**src/rtl/hdtf_pkg.sv**
```systemverilog
package hdtf_pkg;

    localparam int LANE_W   = 10;
    localparam int CRC_W    = 18;
    localparam int CRC_HALF = CRC_W / 2;
    localparam int LN_LO_W  = 7;
    localparam int LN_HI_W  = 4;
    localparam int LN_W     = LN_LO_W + LN_HI_W;
    localparam logic [CRC_W-1:0] CRC_TAPS = 18'h23000;

    typedef enum logic [3:0] {
        S_HUNT,
        S_VIDEO,
        S_Z0,
        S_Z1,
        S_XYZ,
        S_LN0,
        S_LN1,
        S_CRC0,
        S_CRC1,
        S_HBLANK
    } hdtf_state_e;

    // one lane word folded into the CRC, least significant bit first
    function automatic logic [CRC_W-1:0] crc_step(input logic [CRC_W-1:0] c,
                                                  input logic [LANE_W-1:0] d);
        logic [CRC_W-1:0] r;
        logic fb;
        r = c;
        for (int i = 0; i < LANE_W; i++) begin
            fb = r[0] ^ d[i];
            r  = (r >> 1) ^ (fb ? CRC_TAPS : '0);
        end
        return r;
    endfunction

endpackage

```
**src/rtl/hdtf_word_delay.sv**
```systemverilog
module hdtf_word_delay #(
    parameter int WIDTH = 20,
    parameter int DEPTH = 3
) (
    input  logic                         clk,
    input  logic                         rst_n,
    input  logic [WIDTH-1:0]             din,
    output logic [DEPTH-1:0][WIDTH-1:0]  taps
);

    // taps[0] is the newest word, taps[DEPTH-1] the oldest
    always_ff @(posedge clk or negedge rst_n) begin
        if (!rst_n) taps <= '0;
        else        taps <= {taps[DEPTH-2:0], din};
    end

endmodule

```
**src/rtl/hdtf_crc_lane.sv**
```systemverilog
module hdtf_crc_lane
    import hdtf_pkg::*;
(
    input  logic              clk,
    input  logic              rst_n,
    input  logic              clr,
    input  logic              upd,
    input  logic              cap,
    input  logic              chk,
    input  logic [LANE_W-1:0] word,
    output logic              mismatch
);

    logic [CRC_W-1:0]    acc;
    logic [CRC_HALF-1:0] rx_lo;

    always_ff @(posedge clk or negedge rst_n) begin
        if (!rst_n) begin
            acc   <= '0;
            rx_lo <= '0;
        end else begin
            if (clr)      acc <= '0;
            else if (upd) acc <= crc_step(acc, word);
            if (cap)      rx_lo <= word[CRC_HALF-1:0];
        end
    end

    assign mismatch = chk && ({word[CRC_HALF-1:0], rx_lo} != acc);

    // the compare word always follows the capture of the low half
    a_r7_check_after_capture: assert property (@(posedge clk) disable iff (!rst_n)
        chk |-> $past(cap));

endmodule

```
**src/rtl/hd_timing_flagger.sv**
```systemverilog
module hd_timing_flagger
    import hdtf_pkg::*;
(
    input  logic                  clk,
    input  logic                  rst_n,
    input  logic [2*LANE_W-1:0]   din,
    output logic [2*LANE_W-1:0]   dout,
    output logic                  flag_line,
    output logic                  flag_frame,
    output logic                  flag_hanc,
    output logic                  flag_crcerr
);

    localparam int WORD_W = 2 * LANE_W;
    localparam int LOOK   = 3;
    localparam int N_LANE = 2;
    localparam logic [LANE_W-1:0] TRS_ONES  = '1;
    localparam logic [LN_W-1:0]   LINE_FIRST = LN_W'(1);

    logic [LOOK-1:0][WORD_W-1:0] taps;
    logic [WORD_W-1:0] cur, nxt1, nxt2;
    logic [LANE_W-1:0] luma, chroma;
    logic              trs_start, xyz_ok, is_eav;
    hdtf_state_e       state, state_nx;
    logic              armed;
    logic [LN_LO_W-1:0] ln_lo;
    logic [LN_W-1:0]   line_no;
    logic              lane_clr, lane_upd, lane_cap, lane_chk;
    logic [N_LANE-1:0] lane_mis;

    hdtf_word_delay #(.WIDTH(WORD_W), .DEPTH(LOOK)) u_dly (
        .clk   (clk),
        .rst_n (rst_n),
        .din   (din),
        .taps  (taps)
    );

    assign cur    = taps[LOOK-1];
    assign nxt1   = taps[LOOK-2];
    assign nxt2   = taps[LOOK-3];
    assign luma   = cur[WORD_W-1:LANE_W];
    assign chroma = cur[LANE_W-1:0];

    assign trs_start = (cur == {TRS_ONES, TRS_ONES}) && (nxt1 == '0) && (nxt2 == '0);
    assign xyz_ok    = (luma == chroma) && luma[LANE_W-1];
    assign is_eav    = luma[6];
    assign line_no   = {luma[LN_HI_W+1:2], ln_lo};

    // next-state logic
    always_comb begin
        state_nx = state;
        unique case (state)
            S_HUNT:   state_nx = trs_start ? S_Z0 : S_HUNT;
            S_VIDEO:  state_nx = trs_start ? S_Z0 : S_VIDEO;
            S_Z0:     state_nx = S_Z1;
            S_Z1:     state_nx = S_XYZ;
            S_XYZ:    state_nx = !xyz_ok ? S_HUNT : (is_eav ? S_LN0 : S_VIDEO);
            S_LN0:    state_nx = S_LN1;
            S_LN1:    state_nx = S_CRC0;
            S_CRC0:   state_nx = S_CRC1;
            S_CRC1:   state_nx = S_HBLANK;
            S_HBLANK: state_nx = trs_start ? S_Z0 : S_HBLANK;
            default:  state_nx = S_HUNT;
        endcase
    end

    always_ff @(posedge clk or negedge rst_n) begin
        if (!rst_n) state <= S_HUNT;
        else        state <= state_nx;
    end

    // CRC lane controls
    always_comb begin
        lane_clr = (state == S_XYZ) && xyz_ok && !is_eav;
        lane_upd = armed && ((state == S_VIDEO) || (state == S_Z0) || (state == S_Z1) ||
                             (state == S_LN0) || (state == S_LN1) ||
                             ((state == S_XYZ) && xyz_ok && is_eav));
        lane_cap = (state == S_CRC0);
        lane_chk = (state == S_CRC1);
    end

    for (genvar g = 0; g < N_LANE; g++) begin : g_lane
        hdtf_crc_lane u_lane (
            .clk      (clk),
            .rst_n    (rst_n),
            .clr      (lane_clr),
            .upd      (lane_upd),
            .cap      (lane_cap),
            .chk      (lane_chk),
            .word     (cur[g*LANE_W +: LANE_W]),
            .mismatch (lane_mis[g])
        );
    end

    // outputs and per-line context
    always_ff @(posedge clk or negedge rst_n) begin
        if (!rst_n) begin
            dout        <= '0;
            flag_line   <= 1'b0;
            flag_frame  <= 1'b0;
            flag_hanc   <= 1'b0;
            flag_crcerr <= 1'b0;
            armed       <= 1'b0;
            ln_lo       <= '0;
        end else begin
            dout        <= cur;
            flag_line   <= (state == S_LN1);
            flag_frame  <= (state == S_LN1) && (line_no == LINE_FIRST);
            flag_hanc   <= (state == S_HBLANK) && !trs_start;
            flag_crcerr <= (state == S_CRC1) && armed && (|lane_mis);
            if (state == S_LN0) ln_lo <= luma[LN_LO_W+1:2];
            if (state == S_XYZ) begin
                if (!xyz_ok)      armed <= 1'b0;
                else if (!is_eav) armed <= 1'b1;
            end else if (state == S_CRC1) begin
                armed <= 1'b0;
            end
        end
    end

    // the line marker never lasts two words
    a_r4_line_single: assert property (@(posedge clk) disable iff (!rst_n)
        flag_line |=> !flag_line);

    // frame marker only together with the line marker
    a_r5_frame_with_line: assert property (@(posedge clk) disable iff (!rst_n)
        flag_frame |-> flag_line);

    // CRC error lands two words after the line marker
    a_r7_crcerr_after_line: assert property (@(posedge clk) disable iff (!rst_n)
        flag_crcerr |-> $past(flag_line, 2));

    // blanking flag never coincides with the trailer flags
    a_r9_hanc_alone: assert property (@(posedge clk) disable iff (!rst_n)
        flag_hanc |-> !flag_line && !flag_frame && !flag_crcerr);

endmodule

```
**config.mk**
```make
export PLATFORM = sky130hd
export DESIGN_NAME = hd_timing_flagger
export DESIGN_NICKNAME = d
export VERILOG_FILES = /design/src/rtl/hdtf_pkg.sv /design/src/rtl/hdtf_word_delay.sv /design/src/rtl/hdtf_crc_lane.sv /design/src/rtl/hd_timing_flagger.sv
export SDC_FILE = /design/constraint.sdc
export NUM_CORES = 1
export LEC_CHECK = 0
export BUFFER_PORTS_ARGS = -buffer_cell sky130_fd_sc_hd__buf_2
export CORE_MARGIN = 3
export CORE_UTILIZATION = 55
export DETAILED_ROUTE_END_ITERATION = 7
export PLACE_DENSITY = 0.85
export SYNTH_ARGS = -nofsm -noshare
export SYNTH_HDL_FRONTEND = slang
export SYNTH_SLANG_ARGS = --single-unit
```
**constraint.sdc**
```tcl
create_clock -name clk -period 4.5 [get_ports clk]
set_input_delay 0 -clock clk [delete_from_list [all_inputs] [get_ports clk]]
set_output_delay 0 -clock clk [all_outputs]
set_load 0.03 [all_outputs]
```
# After elaboration in Yosys (flattened, before gate mapping)
# Index checks and enable logic that the tools add are counted.
# word_totals
ff_bits	150
out_inout_bits	24
# classes
n_eq_ne	15
n_mux	34
bitwise	40
n_reduce_logical	27
# ops
operator	count
$mux W18	24
$xor A17 B18 Y18	20
$logic_not A20 Y1	2
$pmux W4 S10	1
$ne A18 B18 Y1	2
$eq A20 B20 Y1 const B	1
$xor A1 B1 Y1	20
$eq A4 B3 Y1 const B	4
$logic_and A1 B1 Y1	13
$eq A11 B1 Y1 const B	1
$eq A10 B10 Y1	1
$eq A4 B2 Y1 const B	2
$eq A4 B4 Y1 const B	2
$mux W3	2
$logic_or A1 B1 Y1	5
$eq A4 B1 Y1 const B	1
$logic_not A4 Y1	1
$mux W1	4
$mux W2	2
$mux W4	1
$reduce_bool A2 Y1	2
$ne A3 B3 Y1 const B	1
$logic_not A1 Y1	2
$reduce_and A2 Y1	1
$reduce_or A2 Y1	1

# Longest topological paths before layout
# Gate-level depths: netlist of the first run.
# logic_depth
word_depth	32
ltp_mapped	8
depth_no_buf	5

# By module
# A second synthesis of the first run with hierarchy kept.
# unflattened
cells_unflattened	445
hier_area_um2	5984.5
# modules_own_cells
module	n_inst	cells_each	area_per_inst_um2	seq_area_each_um2
hdtf_crc_lane	2	133	1496.4	675.6
hdtf_word_delay	1	60	1501.4	1501.4
hd_timing_flagger	1	119	1490.2	900.9

# Least setup slack after synthesis of the first run
# No wires, ideal clock.
# synth_path
path_kind	register to register
start	register u_dly.taps[30] (netlist bit)
end	register state[0]
t_arrival_ns	1.866
setup_slack_ns	2.500
path_stages_with_launch	6
synth_period_minus_slack_ns	2.000
path_cell_list	dfrtp_1 -> or4b_1 -> or4_1 -> nor4_2 -> or2_2 -> o211ai_2
# synth_via
elab_chain_cells	5
# synth_lines
item	line	source
start, declared	hdtf_word_delay.sv:8	output logic [DEPTH-1:0][WIDTH-1:0] taps
start signal, assigned	hdtf_word_delay.sv:14	else taps <= {taps[DEPTH-2:0], din};
$logic_not A20 Y1 (*)	hd_timing_flagger.sv:44	assign trs_start = (cur == {TRS_ONES, TRS_ONES}) && (nxt1 == '0) && (nxt2 == '0);
$logic_and A1 B1 Y1 (*) (2 in series)	hd_timing_flagger.sv:44	
$mux W4 / $mux W2 (equally long branches)	hd_timing_flagger.sv:62, hd_timing_flagger.sv:54	
$pmux W4 S10 (*)	hd_timing_flagger.sv:52	unique case (state)
named net state_nx[0]	hd_timing_flagger.sv:24	hdtf_state_e state, state_nx;
end signal, assigned	hd_timing_flagger.sv:69	else state <= state_nx;
end, declared	hd_timing_flagger.sv:24	
# Mark *: on every way through the listed nets, which the timed path passes. The rest lies on a longest branch.
# A chain may end at the register's enable or synchronous reset.

# Worst setup path after layout of the first run
# layout_path
start	register u_dly.taps[56] (netlist bit)
end	register g_lane[1].u_lane.acc[4]
# layout_via
elab_chain_cells	7
# layout_lines
item	line	source
$eq A10 B10 Y1	hd_timing_flagger.sv:45	assign xyz_ok = (luma == chroma) && luma[LANE_W-1];
$logic_and A1 B1 Y1	hd_timing_flagger.sv:45	
$logic_and A1 B1 Y1	hd_timing_flagger.sv:74, hd_timing_flagger.sv:77	
$logic_and A1 B1 Y1	hd_timing_flagger.sv:77	((state == S_XYZ) && xyz_ok && is_eav));
$logic_or A1 B1 Y1	hd_timing_flagger.sv:76	(state == S_LN0) || (state == S_LN1) ||
$logic_and A1 B1 Y1	hd_timing_flagger.sv:75	lane_upd = armed && ((state == S_VIDEO) || (state == S_Z0) || (state == S_Z1) ||
$reduce_bool A2 Y1 (no line)	n/a	
end signal, assigned	hdtf_crc_lane.sv:23	else if (upd) acc <= crc_step(acc, word);
end, declared	hdtf_crc_lane.sv:14	logic [CRC_W-1:0] acc;
# Several ways; a longest one is shown, not always the timed one.

==> metrics, run 1 <==
run status=finished clean; number of remaining DRC errors=0; Final Slew Violations=0; aggregate global-route resource usage=25.9%; overall routed net length=15100 um; Max IR drop VDD=403 uV; area used by multi-input combinational logic=2220 um^2; Clock Tree Buf Depth=2; crit path launch type=flop; fin crit period=2900 ps; number of maximum-capacitance violations=0; total via count in the routed design=3915; part of the cycle the worst path needs=64.4%; Finished Core Util=68.2%; Die H=111 um; clock sinks=150; area of all placed cells without fillers=7190 um^2; floorplan die area=12400 um^2; number of global-route vias before repair=4284; Setup Crit Path Kind=reg2reg; proportion of register bits with asynchronous set or reset after synthesis=100%; number of rows in the core area=37; antenna diode count=0; CTS Root Cell=sky130_fd_sc_hd__clkbuf_8; data arrival time of the critical path=3320 ps; mean number of vias per cell=5.80; number of inserted filler cells in the final layout=681; actual transition at the worst max-transition pin=1240 ps; DP Worst Slack=2040 ps; post-synthesis instance area=6100 um^2; Yosys top cell by area=sky130_fd_sc_hd__dfrtp_1; initial cell density of the core=57.8%; overall overflow remaining after global route=0; post-place instance area=6420 um^2; # port buffers=45; top flip-flop cell by instance count after synthesis=sky130_fd_sc_hd__dfrtp_1; wire length of the first global-routing pass=24400 um; routed wire length per instance=22.4 um; Setup TNS=0 ps; clock tree from TritonCTS=built; IO Pins=46; Seq cells post-synth=150; Area Overhead vs Synth=17.9%; leading post-synthesis cells by cell area=sky130_fd_sc_hd__dfrtp_1, sky130_fd_sc_hd__xnor2_1, sky130_fd_sc_hd__xor2_1; area share of the largest cell type after synthesis=61.5%; Max Clock Freq=345 MHz; worst-path maximum fanout=36; setup clock skew after layout=8.01 ps; type of the most critical hold path=in2reg; data required time of the critical path=4920 ps; initial drt markers=337; RSZ-0062 raised after global routing=false; count of flip-flops with a built-in enable after synthesis=0; power density relative to cell area=411 nW/um^2; die extent in x=111 um; Max transition margin=17.6%; detailed placement HPWL=8780 um; antenna-violating nets left=0; average cell area after synthesis=13.3 um^2; Pre-Repair DR Iteration Count=5; number of nets in the finished design=548; largest net degree at the start of global routing=106; instance count of the mapped netlist=457; net count after synthesis=479; total leakage power=3.53 nW; initial antenna violation count=0; area taken by flip-flops and latches=3750 um^2; final critical-path setup slack=1600 ps; clock transition at the registers of the reported paths=70 ps; Max H-tree Level=4; post-synth cell types=35; total clock buffers created by CTS=17; share of cells above drive strength 1=20.4%; number of synthesis warnings=0; number of hold violations in the final report=0; portion of the post-synthesis area used by sequential elements=61.5%; Worst Setup End Kind=flop; setup violators final=0; Core ar.=10600 um^2; final weighted congestion in routability-driven placement=0.847; Skew-Pair Late Insertion Delay=530 ps
==> where the power goes <==
part	switching [mW]	internal [mW]
sequential	0.0468	1.38
combinational	0.0994	0.0669
clock	0.605	0.751
==> cells in the mapped netlist, types with 2 or more instances <==
master                     instances
sky130_fd_sc_hd__nor2_1            6
sky130_fd_sc_hd__nor4_2            2
sky130_fd_sc_hd__mux2i_1          37
sky130_fd_sc_hd__clkbuf_1         12
sky130_fd_sc_hd__dfrtp_1         150
sky130_fd_sc_hd__xor2_1           47
sky130_fd_sc_hd__nor4b_1           2
sky130_fd_sc_hd__nor4_1           21
sky130_fd_sc_hd__inv_1             7
sky130_fd_sc_hd__a21oi_1           3
sky130_fd_sc_hd__xnor2_1          58
sky130_fd_sc_hd__nand4b_1          4
sky130_fd_sc_hd__nand3_1           5
sky130_fd_sc_hd__nand2_1          40
sky130_fd_sc_hd__nand2b_1          5
sky130_fd_sc_hd__and4_1            2
sky130_fd_sc_hd__or4b_1            2
sky130_fd_sc_hd__buf_2             2
sky130_fd_sc_hd__buf_6             3
sky130_fd_sc_hd__nor3_1            3
sky130_fd_sc_hd__nand4_1           8
sky130_fd_sc_hd__mux2_2           25
==> placed cells by master, fill, tap and decap left out, drive strengths merged, types with 2 or more instances in the layout <==
master	netlist	layout
xor2	47	47
nand2b	5	5
clkinv	0	2
nor4	23	23
a21oi	3	3
nor3	3	3
clkbuf	12	18
nand4	8	8
clkinvlp	0	3
mux2	25	25
and4	2	2
buf	7	48
or4b	2	2
nand4b	4	4
nand2	40	40
mux2i	37	37
nand3	5	5
dfrtp	150	150
nor2	6	6
or2	2	2
nor4b	2	2
xnor2	58	58
inv	7	15
dlygate4sd3	0	21
==> layout make-up <==
type	instances	share of cell area, %
well taps	136	2.37
clock buffers	18	5.81
multi-input cells	281	30.9
repair buffers	69	6.45
inverters	7	0.365
flip-flops and latches	150	52.2
clock inverters	14	1.97
==> kinds of logic after synthesis <==
family / synth area share (%)
multiplexers: 10.7
AND/OR/NAND/NOR: 9.52
flip-flops: 61.5
AO/OA/AOI/OAI: 1.11
buffers and inverters: 2.07
XOR/XNOR: 15.1
==> layer usage <==
| layer | up-vias | wire length, um | track usage (%) |
|---|---|---|---|
| li1 | 1697 | - | - |
| met1 | 1998 | 5820 | 31.7 |
| met2 | 182 | 7790 | 43.9 |
| met3 | 38 | 908 | 6.00 |
| met4 | 0 | 589 | 12.2 |
| met5 | - | 0 | 0 |
==> timing repair <==
item | 4_1_cts | 5_1_grt
gates resized for setup | 0 | 0
hold endpoints to repair | 124 | 0
buffers inserted | 0 | 0
hold buffers | 21 | 0
==> flip-flops by register name (all words and copies together) (netlist names) <==
name                 flops
flag_line                1
flag_hanc                1
g_lane.u_lane.acc       36
g_lane.u_lane.rx_lo     18
flag_frame               1
flag_crcerr              1
armed                    1
u_dly.taps              60
state                    4
ln_lo                    7
dout                    20
==> final timing paths <==
kind | start | endpoint | slack (ps) | depth (start not counted)
min in group asynchronous | rst_n | g_lane[0].u_lane.acc[4] | 130 | 2
hold reg to reg | u_dly.taps[25] | u_dly.taps[45] | 380 | 0
max in group asynchronous | rst_n | state[1] | 3260 | 3
setup / recovery | u_dly.taps[56] | g_lane[1].u_lane.acc[4] | 1600 | 5
setup reg to reg | u_dly.taps[56] | g_lane[1].u_lane.acc[4] | 1600 | 5
hold / removal | din[8] | u_dly.taps[8] | 120 | 2
==> stage by stage <==
stage | instances | hold WS, ps | total power, mW
6_report | 675 | 117 | 2.95
5_1_grt | 675 | 101 | 3.05
4_1_cts | 675 | 92.2 | 2.95
3_5_place_dp | 622 | 109 | 1.60
3_3_place_gp | 622 | 107 | 1.59
2_1_floorplan | 457 | -296 | 1.52
==> critical path, cell delays in order, from the launching register on <==
cell and delay [ps]:
sky130_fd_sc_hd__dfrtp_1 700, sky130_fd_sc_hd__xor2_1 200, sky130_fd_sc_hd__nor4_1 620, sky130_fd_sc_hd__nand4_1 250, sky130_fd_sc_hd__o21a_2 640, sky130_fd_sc_hd__mux2i_1 370
Power figures use the tool's default switching activity.
==> inputs of run 2 (changes only) <==
clock period = 3 ns   (was 4.5 ns; I/O delays follow)
==> run 2 against run 1 <==
Via count is essentially flat; power grew 49%; die area is the same; first-iteration DRC count grew 28%; critical path type unchanged.
==> metrics, run 2 (same netlist as run 1, synthesis figures left out) <==
total leakage power=3.56 nW; final critical-path setup slack=425 ps; Setup Crit Path Kind=reg2reg; mean number of vias per cell=5.78; # port buffers=45; internal cell power=3.31 mW; die extent in x=111 um; clock sinks=150; Area Overhead vs Synth=18.5%; data arrival time of the critical path=3000 ps; post-cts repair resize count=0; actual transition at the worst max-transition pin=1160 ps; number of remaining DRC errors=0; DP Worst Slack=553 ps; floorplan die area=12400 um^2; Max H-tree Level=4; total clock buffers created by CTS=17; overall routed net length=14900 um; Pre-Repair DR Iteration Count=5; crit path launch type=flop; Final Slew Violations=0; run status=finished clean; number of rows in the core area=37; Max IR drop VDD=523 uV; Max Clock Freq=388 MHz; routed wire length per instance=22.0 um; number of global-route vias before repair=4294; Setup TNS=0 ps; total via count in the routed design=3918; share of power burned in combinational logic=5.8%; number of maximum-capacitance violations=0; flip-flop count of the largest register after layout=60; share of cells above drive strength 1=21.0%; registers with the most flip-flops=u_dly.taps (60), g_lane.u_lane.acc (36), dout (20); share of total power consumed by net switching=24.9%; Skew-Pair Late Insertion Delay=530 ps; sequential power share=48.5%; clock tree from TritonCTS=built; clock transition at the registers of the reported paths=70 ps; wire length of the first global-routing pass=24100 um; largest net degree at the start of global routing=96; part of the cycle the worst path needs=85.8%; Max transition margin=22.6%; IO Pins=46; RSZ-0062 raised after global routing=false; commonest non-fill, non-tap cell in the layout=sky130_fd_sc_hd__dfrtp_1; Worst Hold Path Cells=2; antenna-violating nets left=0; CTS Root Cell=sky130_fd_sc_hd__clkbuf_8; Die H=111 um; initial antenna violation count=0; number of cells in the design after placement=626; type of the most critical hold path=in2reg; top library cells by usage in the layout, fill and taps aside=sky130_fd_sc_hd__dfrtp_1, sky130_fd_sc_hd__xnor2_1, sky130_fd_sc_hd__xor2_1; number of inserted filler cells in the final layout=659; overall overflow remaining after global route=0; worst-path maximum fanout=36; Largest Register=u_dly.taps; aggregate global-route resource usage=25.5%; Fin Hold WS=111 ps; power density relative to cell area=610 nW/um^2; Post-Layout Cell Count=678; setup violators final=0; initial drt markers=433; initial cell density of the core=57.8%; detailed placement HPWL=8800 um; Finished Core Util=68.5%; Core ar.=10600 um^2; number of hold violations in the final report=0; setup clock skew after layout=12.0 ps; Worst Setup End Kind=flop; data required time of the critical path=3420 ps; Clock Tree Buf Depth=2; switching power=1.10 mW; number of nets in the finished design=552; fin crit period=2570 ps; power share of the clock group=45.7%; path depth of the worst reg2reg path=5; final weighted congestion in routability-driven placement=0.847; antenna diode count=0
run 2: cell types whose count changed in the layout (fill, tap and decap cells not counted):
cell                         before  now
sky130_fd_sc_hd__clkbuf_8         1    2
sky130_fd_sc_hd__buf_4            3    6
sky130_fd_sc_hd__buf_12           0    1
sky130_fd_sc_hd__clkinv_4         1    4
sky130_fd_sc_hd__inv_8            2    1
sky130_fd_sc_hd__clkinvlp_4       3    1
sky130_fd_sc_hd__inv_6            6    3
sky130_fd_sc_hd__clkinv_2         1    3
sky130_fd_sc_hd__clkbuf_1         1    0
run 2: final cells by class:
class	instances	area, um^2	area share (%)
Clock buffer	18	428	5.92
Multi-Input combinational cell	281	2220	30.7
Tap cell	136	170	2.35
Inverter	7	26.3	0.363
Clock inverter	13	125	1.73
Sequential cell	150	3750	51.9
Timing Repair Buffer	73	507	7.01
run 2: path summary, 6_finish.rpt:
check / start / endpoint / slack (ps)
worst max-delay path: u_dly.taps[58] / g_lane[0].u_lane.acc[14] / 430
worst min-delay path: din[17] / u_dly.taps[17] / 110
worst max register to register: u_dly.taps[58] / g_lane[0].u_lane.acc[14] / 430
worst min register to register: u_dly.taps[9] / u_dly.taps[29] / 370
max in group asynchronous: rst_n / ln_lo[0] / 2060
min in group asynchronous: rst_n / g_lane[0].u_lane.acc[16] / 160
run 2: what timing repair did:
action,4_1_cts,5_1_grt
endpoints found under the hold margin,114,0
setup endpoints to repair,0,0
setup buffers,0,0
hold buffers,21,0
run 2: power by group through the flow:
| stage | logic [mW] | clock network, mW | registers [mW] |
|---|---|---|---|
| after CTS | 0.254 | 2.02 | 2.14 |
| after global placement | 0.225 | 0 | 2.17 |
| after floorplan | 0.113 | 0 | 2.17 |
| after detailed placement | 0.231 | 0 | 2.17 |
| final | 0.256 | 2.02 | 2.14 |
| after global routing | 0.277 | 2.12 | 2.15 |
run 2: per-layer routing:
| metal | routed length, um | up-vias | GRT usage (%) |
|---|---|---|---|
| li1 | - | 1690 | - |
| met4 | 595 | 0 | 12.1 |
| met2 | 7690 | 185 | 43.6 |
| met5 | 0 | - | 0 |
| met1 | 5790 | 1984 | 30.7 |
| met3 | 868 | 59 | 5.95 |
run 2: per-stage QoR:
step	power, mW	area [um^2]
finish	4.41	7230
global route	4.54	7230
CTS	4.41	7230
detailed placement	2.40	6470
global placement	2.39	6470
floorplan	2.29	6100
run 2: critical path, stage by stage (launching register included):
cell,delay (ps)
sky130_fd_sc_hd__dfrtp_1,660
sky130_fd_sc_hd__xor2_1,150
sky130_fd_sc_hd__nor3_1,460
sky130_fd_sc_hd__nand4_1,200
sky130_fd_sc_hd__o21a_2,610
sky130_fd_sc_hd__mux2i_1,350
